### src/rtl/timer_pkg.sv
`timescale 1ns/1ps
package timer_pkg;
    localparam int CNT_W   = 32;
    localparam int VEC_W   = 8;
    localparam int SHIFT_W = 3;
    localparam int DIV_W   = 4;
    localparam int MASK_BIT = 16;
    localparam int PER_BIT  = 17;
    localparam logic [31:0] DIV_KEEP = 32'h0000_000B;

    typedef struct packed {
        logic [CNT_W-1:0] init;
        logic [DIV_W-1:0] div;
        logic [VEC_W-1:0] vec;
        logic             mask;
        logic             per;
    } cfg_t;

    typedef struct packed {
        logic [CNT_W-1:0] count;
        logic             fire;
        logic [VEC_W-1:0] vec;
    } cnt_st_t;

    function automatic logic [SHIFT_W-1:0] shift_of(input logic [DIV_W-1:0] d);
        logic [SHIFT_W-1:0] code;
        code = {d[3], d[1:0]};
        return code + SHIFT_W'(1);
    endfunction
endpackage

### src/rtl/tmr_cfg_regs.sv
`timescale 1ns/1ps
module tmr_cfg_regs
    import timer_pkg::*;
(
    input  logic        clk,
    input  logic        rst_n,
    input  logic        init_wr,
    input  logic [31:0] init_wdata,
    input  logic        div_wr,
    input  logic [31:0] div_wdata,
    input  logic        ent_wr,
    input  logic [31:0] ent_wdata,
    output cfg_t        cfg_o
);
    cfg_t cfg_d, cfg_q;

    always_comb begin
        cfg_d = cfg_q;
        if (init_wr) cfg_d.init = init_wdata[CNT_W-1:0];
        if (div_wr)  cfg_d.div  = DIV_W'(div_wdata & DIV_KEEP);
        if (ent_wr) begin
            cfg_d.vec  = ent_wdata[VEC_W-1:0];
            cfg_d.mask = ent_wdata[MASK_BIT];
            cfg_d.per  = ent_wdata[PER_BIT];
        end
    end

    always_ff @(posedge clk or negedge rst_n) begin
        if (!rst_n) begin
            cfg_q      <= '0;
            cfg_q.mask <= 1'b1;
        end else begin
            cfg_q <= cfg_d;
        end
    end

    assign cfg_o = cfg_q;

    assert_div_bits_R2: assert property (@(posedge clk) disable iff (!rst_n)
        (cfg_q.div[2] == 1'b0));
endmodule

### src/rtl/tmr_prescaler.sv
`timescale 1ns/1ps
module tmr_prescaler
    import timer_pkg::*;
#(
    parameter int SHW = SHIFT_W
) (
    input  logic           clk,
    input  logic           rst_n,
    input  logic [SHW-1:0] shift,
    input  logic           restart,
    output logic           tick
);
    localparam int PW = (1 << SHW) - 1;

    logic [PW-1:0] presc_d, presc_q;
    logic [PW:0]   limit;
    logic [PW-1:0] last;

    always_comb begin
        limit = (PW+1)'(1) << shift;
        last  = PW'(limit - (PW+1)'(1));
        tick  = (presc_q == last);
        if (restart)   presc_d = '0;
        else if (tick) presc_d = '0;
        else           presc_d = presc_q + PW'(1);
    end

    always_ff @(posedge clk or negedge rst_n) begin
        if (!rst_n) presc_q <= '0;
        else        presc_q <= presc_d;
    end

    assert_presc_in_range_R3: assert property (@(posedge clk) disable iff (!rst_n)
        ({1'b0, presc_q} < limit));
    assert_restart_phase_R4: assert property (@(posedge clk) disable iff (!rst_n)
        restart |=> (presc_q == '0));
endmodule

### src/rtl/tmr_counter.sv
`timescale 1ns/1ps
module tmr_counter
    import timer_pkg::*;
(
    input  logic             clk,
    input  logic             rst_n,
    input  logic             tick,
    input  logic             load,
    input  logic [CNT_W-1:0] load_val,
    input  logic [CNT_W-1:0] init_q,
    input  logic             periodic,
    input  logic             mask,
    input  logic [VEC_W-1:0] vec,
    output logic [CNT_W-1:0] count_o,
    output logic             fire_o,
    output logic [VEC_W-1:0] vec_o
);
    cnt_st_t st_d, st_q;

    always_comb begin
        st_d      = st_q;
        st_d.fire = 1'b0;
        if (load) begin
            st_d.count = load_val;
        end else if (tick && (init_q != '0)) begin
            if (st_q.count == '0) begin
                if (periodic) st_d.count = init_q;
            end else begin
                st_d.count = st_q.count - CNT_W'(1);
                if ((st_q.count == CNT_W'(1)) && !mask) begin
                    st_d.fire = 1'b1;
                    st_d.vec  = vec;
                end
            end
        end
    end

    always_ff @(posedge clk or negedge rst_n) begin
        if (!rst_n) st_q <= '0;
        else        st_q <= st_d;
    end

    assign count_o = st_q.count;
    assign fire_o  = st_q.fire;
    assign vec_o   = st_q.vec;

    assert_fire_single_R7: assert property (@(posedge clk) disable iff (!rst_n)
        st_q.fire |=> !st_q.fire);
    assert_fire_at_zero_R7: assert property (@(posedge clk) disable iff (!rst_n)
        st_q.fire |-> (st_q.count == '0));
    assert_fire_unmasked_R8: assert property (@(posedge clk) disable iff (!rst_n)
        st_q.fire |-> !$past(mask));
    assert_oneshot_hold_R5: assert property (@(posedge clk) disable iff (!rst_n)
        (!periodic && !load && st_q.count == '0) |=> (st_q.count == '0));
    assert_zero_start_quiet_R9: assert property (@(posedge clk) disable iff (!rst_n)
        (init_q == '0 && !load) |=> !st_q.fire);
    assert_step_by_one_R6: assert property (@(posedge clk) disable iff (!rst_n)
        (!load && st_q.count != '0) |=>
            (st_q.count == $past(st_q.count) || st_q.count == $past(st_q.count) - CNT_W'(1)));
endmodule

### src/rtl/lcl_timer.sv
`timescale 1ns/1ps
module lcl_timer
    import timer_pkg::*;
(
    input  logic        clk,
    input  logic        rst_n,
    input  logic        init_wr,
    input  logic [31:0] init_wdata,
    input  logic        div_wr,
    input  logic [31:0] div_wdata,
    input  logic        ent_wr,
    input  logic [31:0] ent_wdata,
    output logic [31:0] count_o,
    output logic [31:0] init_o,
    output logic [31:0] div_o,
    output logic [31:0] ent_o,
    output logic        fire_o,
    output logic [7:0]  fire_vec_o
);
    cfg_t                cfg;
    logic                tick;
    logic [SHIFT_W-1:0]  shift;
    logic [CNT_W-1:0]    count;

    tmr_cfg_regs u_cfg (
        .clk(clk), .rst_n(rst_n),
        .init_wr(init_wr), .init_wdata(init_wdata),
        .div_wr(div_wr), .div_wdata(div_wdata),
        .ent_wr(ent_wr), .ent_wdata(ent_wdata),
        .cfg_o(cfg)
    );

    assign shift = shift_of(cfg.div);

    tmr_prescaler #(.SHW(SHIFT_W)) u_presc (
        .clk(clk), .rst_n(rst_n),
        .shift(shift), .restart(init_wr | div_wr),
        .tick(tick)
    );

    tmr_counter u_cnt (
        .clk(clk), .rst_n(rst_n),
        .tick(tick), .load(init_wr), .load_val(init_wdata[CNT_W-1:0]),
        .init_q(cfg.init), .periodic(cfg.per), .mask(cfg.mask), .vec(cfg.vec),
        .count_o(count), .fire_o(fire_o), .vec_o(fire_vec_o)
    );

    always_comb begin
        count_o = 32'(count);
        init_o  = 32'(cfg.init);
        div_o   = 32'(cfg.div);
        ent_o   = '0;
        ent_o[VEC_W-1:0] = cfg.vec;
        ent_o[MASK_BIT]  = cfg.mask;
        ent_o[PER_BIT]   = cfg.per;
    end

    assert_load_visible_R4: assert property (@(posedge clk) disable iff (!rst_n)
        init_wr |=> (count_o == $past(init_wdata)));
    assert_entry_bits_R10: assert property (@(posedge clk) disable iff (!rst_n)
        (ent_o & ~32'h0003_00FF) == 32'h0);
endmodule

### config.mk
export PLATFORM = sky130hd
export DESIGN_NAME = lcl_timer
export DESIGN_NICKNAME = d
export VERILOG_FILES = /design/src/rtl/timer_pkg.sv /design/src/rtl/tmr_cfg_regs.sv /design/src/rtl/tmr_prescaler.sv /design/src/rtl/tmr_counter.sv /design/src/rtl/lcl_timer.sv
export SDC_FILE = /design/constraint.sdc
export NUM_CORES = 1
export LEC_CHECK = 0
export ABC_AREA = 0
export BUFFER_PORTS_ARGS = -buffer_cell sky130_fd_sc_hd__buf_4
export CAP_MARGIN = 20
export CORE_MARGIN = 2
export CORE_UTILIZATION = 49
export CTS_CLUSTER_DIAMETER = 100
export DETAILED_ROUTE_END_ITERATION = 8
export GPL_ROUTABILITY_DRIVEN = 0
export HOLD_SLACK_MARGIN = 0.02
export MAX_ROUTING_LAYER = met4
export PLACE_DENSITY_LB_ADDON = 0.12
export SLEW_MARGIN = 25
export SYNTH_ARGS = -nofsm -noshare
export SYNTH_HDL_FRONTEND = slang
export SYNTH_SLANG_ARGS = --single-unit
### constraint.sdc
create_clock -name clk -period 3.3 [get_ports clk]
set_input_delay 0.165 -clock clk [delete_from_list [all_inputs] [get_ports clk]]
set_output_delay 0.165 -clock clk [all_outputs]
set_load 0.01 [all_outputs]
==> impl_results.md <==
* Number of DRC markers in iteration 0 at 237
* Final net count at 809
* Worst ir drop on vdd at 253 uV
* Syn. warnings at 0
* Most used standard cell by instance count after synthesis: sky130_fd_sc_hd__dfrtp_1
* Type of the most critical hold path: in2reg
* Nature of the critical path startpoint: register
* Area of all placed cells without fillers at 0.00694 mm2
* GR Util met1 at 0.316
* Status: complete, no violations
* Synth area leader: sky130_fd_sc_hd__dfrtp_1
* Horizontal die dimension at 111 um
* Setup Total Neg Slack at 0 ns
* Number of endpoints with negative hold slack in the final report at 0
* Count of standard-cell rows at 38
* Final clock period utilization by the worst path at 0.947
* Area contributors post-synth: sky130_fd_sc_hd__dfrtp_1 (41%), sky130_fd_sc_hd__mux2_2 (8.7%), sky130_fd_sc_hd__buf_4 (7.4%)
* Setup-violating endpoint count in the final report at 0
* First drt pass iteration count at 4
* Storage cell area at 0.00233 mm2
* Largest net degree at the start of global routing at 71
* Critical path type: reg2reg
* Post-synthesis cell type count at 62
* Share of total power in combinational logic at 0.185
* Hold slack at 0.0223 ns
* Register bit total from synthesis at 93
* CORE AREA at 0.0110 mm2
* Clock tree skew after final layout at 0.00808 ns
* Dominant register cell in the synthesized netlist: sky130_fd_sc_hd__dfrtp_1
* Switching part of the total power at 0.281
* Number of top-level pins at 238
* Wire length of the first global-routing pass at 22.9 mm
* Most common library cells after synthesis: sky130_fd_sc_hd__dfrtp_1 (92), sky130_fd_sc_hd__buf_4 (55), sky130_fd_sc_hd__nand2_1 (47), sky130_fd_sc_hd__mux2_2 (43), sky130_fd_sc_hd__o21ai_0 (37)
* Fill count at 955
* Critical Path Fanout Max at 8
* Number of CTS-inserted buffers at 9
* Data arrival time at the worst-slack endpoint at 3.36 ns
* Post-detailed-route DRC marker count at 0
* Sequential fraction of the synthesis area at 0.417
* IO buf count at 135
* Global-route layer with the greatest usage: met2
* Starting density of the core at 0.509
* Mapped Cells at 567
* Maximum buffer depth of the clock tree at 2
* Die outline area at 0.0123 mm2
* Area after DPL at 0.00653 mm2
* PD cells at 454 mW/mm2
* Tot GR Track Use at 0.235
* Share of layout cells above drive strength 1 at 0.336
* Aggregate routed wire length at 13.9 mm
* Reg clk slew, reported paths at 0.07 ns
* Count of clock tree sinks at 93
* Number of antenna cells inserted at 0
* Depth of the most critical reg-to-reg path at 12
* WHS Path Cells at 3
* Slew HR at 0.516
* Mean Syn Cell Area at 9.85 um2
* Share of the synthesized area in the top cell type at 0.412
* Initial antenna violation count at 0
* Met2 usage at 0.359
* Drt wl/cell at 16.4 um
* Worst Path Required at 3.53 ns
* Dpl cells at 826
* Half-perimeter wire length after detailed placement at 9.84 mm
* Internal power component at 2.26 mW
* Worst setup slack after layout at 0.174 ns
* P_sw at 0.884 mW
* Part of the total power dissipated in sequential elements at 0.431
* Measured slew at the worst slew-check pin at 0.726 ns
* Antenna violation net count after detailed routing at 0
* Total vias in the final route at 4625
* Maxcap violations at 0
* Insertion delay of the later-clocked pin in the worst-skew pair at 0.35 ns
* H-Tree Level Count at 3
* Clock network fraction of design power at 0.384
* Endpoint type of the worst setup path: register
* TritonCTS clock tree: built
* Final slew viol count at 0
* Area of the mapped netlist at 0.00559 mm2
* RSZ-0062 raised after global routing: false
* Vias per inst at 5.47
* Via count of the first global-routing pass at 4497
* Leakage power at 3.17 nW
* Met3 Resource Use GR at 0.0372
* Maximum clock frequency at 0.320 GHz
* Asr flop ratio synth at 1.00
* Setup WS pre-CTS at 0.0206 ns
* Clock period minus worst slack at 3.13 ns
* Number of enable-type register cells in the synthesized netlist at 0
* Number of standard cells in the layout, taps in and fillers out at 846
* Chip Height at 111 um
* Remaining global-route overflow at 0
* Area added between synthesis and finish at 24.2%
* Multi-input logic area at 0.00282 mm2
* Clock root buffer: sky130_fd_sc_hd__clkbuf_16
==> stage by stage <==
step | power, mW | utilization
after floorplan | 1.71 | -
after global placement | 1.94 | 0.594
after detailed placement | 1.95 | 0.594
after CTS | 3.17 | 0.628
after global routing | 3.28 | 0.632
final | 3.15 | 0.632
==> cell usage in the layout (no fill, tap or decap), types with 9 or more instances in the layout <==
cell type                   synthesis  final
sky130_fd_sc_hd__nand3_1           10      9
sky130_fd_sc_hd__conb_1             1     51
sky130_fd_sc_hd__nand2_1           47     47
sky130_fd_sc_hd__dfrtp_1           92     92
sky130_fd_sc_hd__mux2_2            43     43
sky130_fd_sc_hd__xnor2_1           10     10
sky130_fd_sc_hd__mux2i_1           10     10
sky130_fd_sc_hd__a21oi_1           10     10
sky130_fd_sc_hd__nor2_1            29     29
sky130_fd_sc_hd__clkbuf_16          0      9
sky130_fd_sc_hd__buf_4             55    150
sky130_fd_sc_hd__a211oi_1          33     33
sky130_fd_sc_hd__nor4_1            12     12
sky130_fd_sc_hd__inv_1             27     27
sky130_fd_sc_hd__o21ai_0           37     37
sky130_fd_sc_hd__xor2_1             9      9
sky130_fd_sc_hd__nor2b_1           17     17
==> per-layer routing <==
| layer | share of wire | wire length, um |
|---|---|---|
| met4 | 0.025 | 344 |
| met2 | 0.47 | 6480 |
| met1 | 0.45 | 6250 |
| met5 | 0 | 0 |
| met3 | 0.058 | 811 |
==> kinds of logic after synthesis <==
logic type | synth area share
compound gates | 0.147
xor+xnor | 0.0298
fa+ha+maj | 0.0157
buf+inv | 0.117
flops | 0.417
mux | 0.105
other cells | 0.000671
simple gates | 0.169
==> power groups by stage <==
stage	Combinational, mW	Sequential [mW]	Clock [mW]
finish	0.583	1.36	1.21
detailed placement	0.579	1.38	0
global route	0.639	1.37	1.27
floorplan	0.322	1.38	0
CTS	0.584	1.36	1.23
global placement	0.566	1.37	0
==> timing repair <==
item,CTS,global route
hold buffers,1,0
gates resized for setup,0,4
endpoints found under the hold margin,31,0
buffers inserted,0,2
pin swaps,0,2
cloned,1,0
endpoints found under the setup margin,3,28
==> worst paths after layout <==
path / endpoint / slack [ns] / startpoint
setup / recovery: u_cnt.vec_o[2] / 0.17 / u_cfg.cfg_o[10]
hold / removal: u_cfg.cfg_o[0] / 0.02 / ent_wdata[17]
setup reg to reg: u_cnt.vec_o[2] / 0.17 / u_cfg.cfg_o[10]
hold reg to reg: u_presc.presc_q[0] / 0.50 / u_presc.presc_q[0]
max in group asynchronous: u_cfg.cfg_o[1] / 2.16 / rst_n
min in group asynchronous: u_cfg.cfg_o[23] / 0.32 / rst_n
==> state kept, by name (all words and copies together), names as in the netlist <==
signal and flops:
u_cnt.fire_o 1, u_cnt.vec_o 8, u_cfg.cfg_o 45, u_presc.presc_q 7
u_cnt.count_o 32
==> worst max-delay path: stages, from the launching register on <==
cell                       delay, ns
sky130_fd_sc_hd__dfrtp_1        0.37
sky130_fd_sc_hd__and2_1         0.20
sky130_fd_sc_hd__ha_1           0.30
sky130_fd_sc_hd__nand2_1        0.08
sky130_fd_sc_hd__ha_1           0.20
sky130_fd_sc_hd__nand2b_1       0.12
sky130_fd_sc_hd__mux2i_1        0.15
sky130_fd_sc_hd__o221a_2        0.29
sky130_fd_sc_hd__o22ai_1        0.45
sky130_fd_sc_hd__nor2_1         0.18
sky130_fd_sc_hd__nand4_1        0.15
sky130_fd_sc_hd__buf_4          0.18
sky130_fd_sc_hd__mux2_2         0.34
==> area by class of cell <==
class                   count  area share
well taps                 140      0.0253
flip-flops and latches     93       0.336
multi-input cells         417       0.406
repair buffers            153       0.168
clock buffers               9      0.0325
inverters                  27      0.0146
clock inverters             7      0.0175
Note: power is estimated with default switching activity, not from simulation.
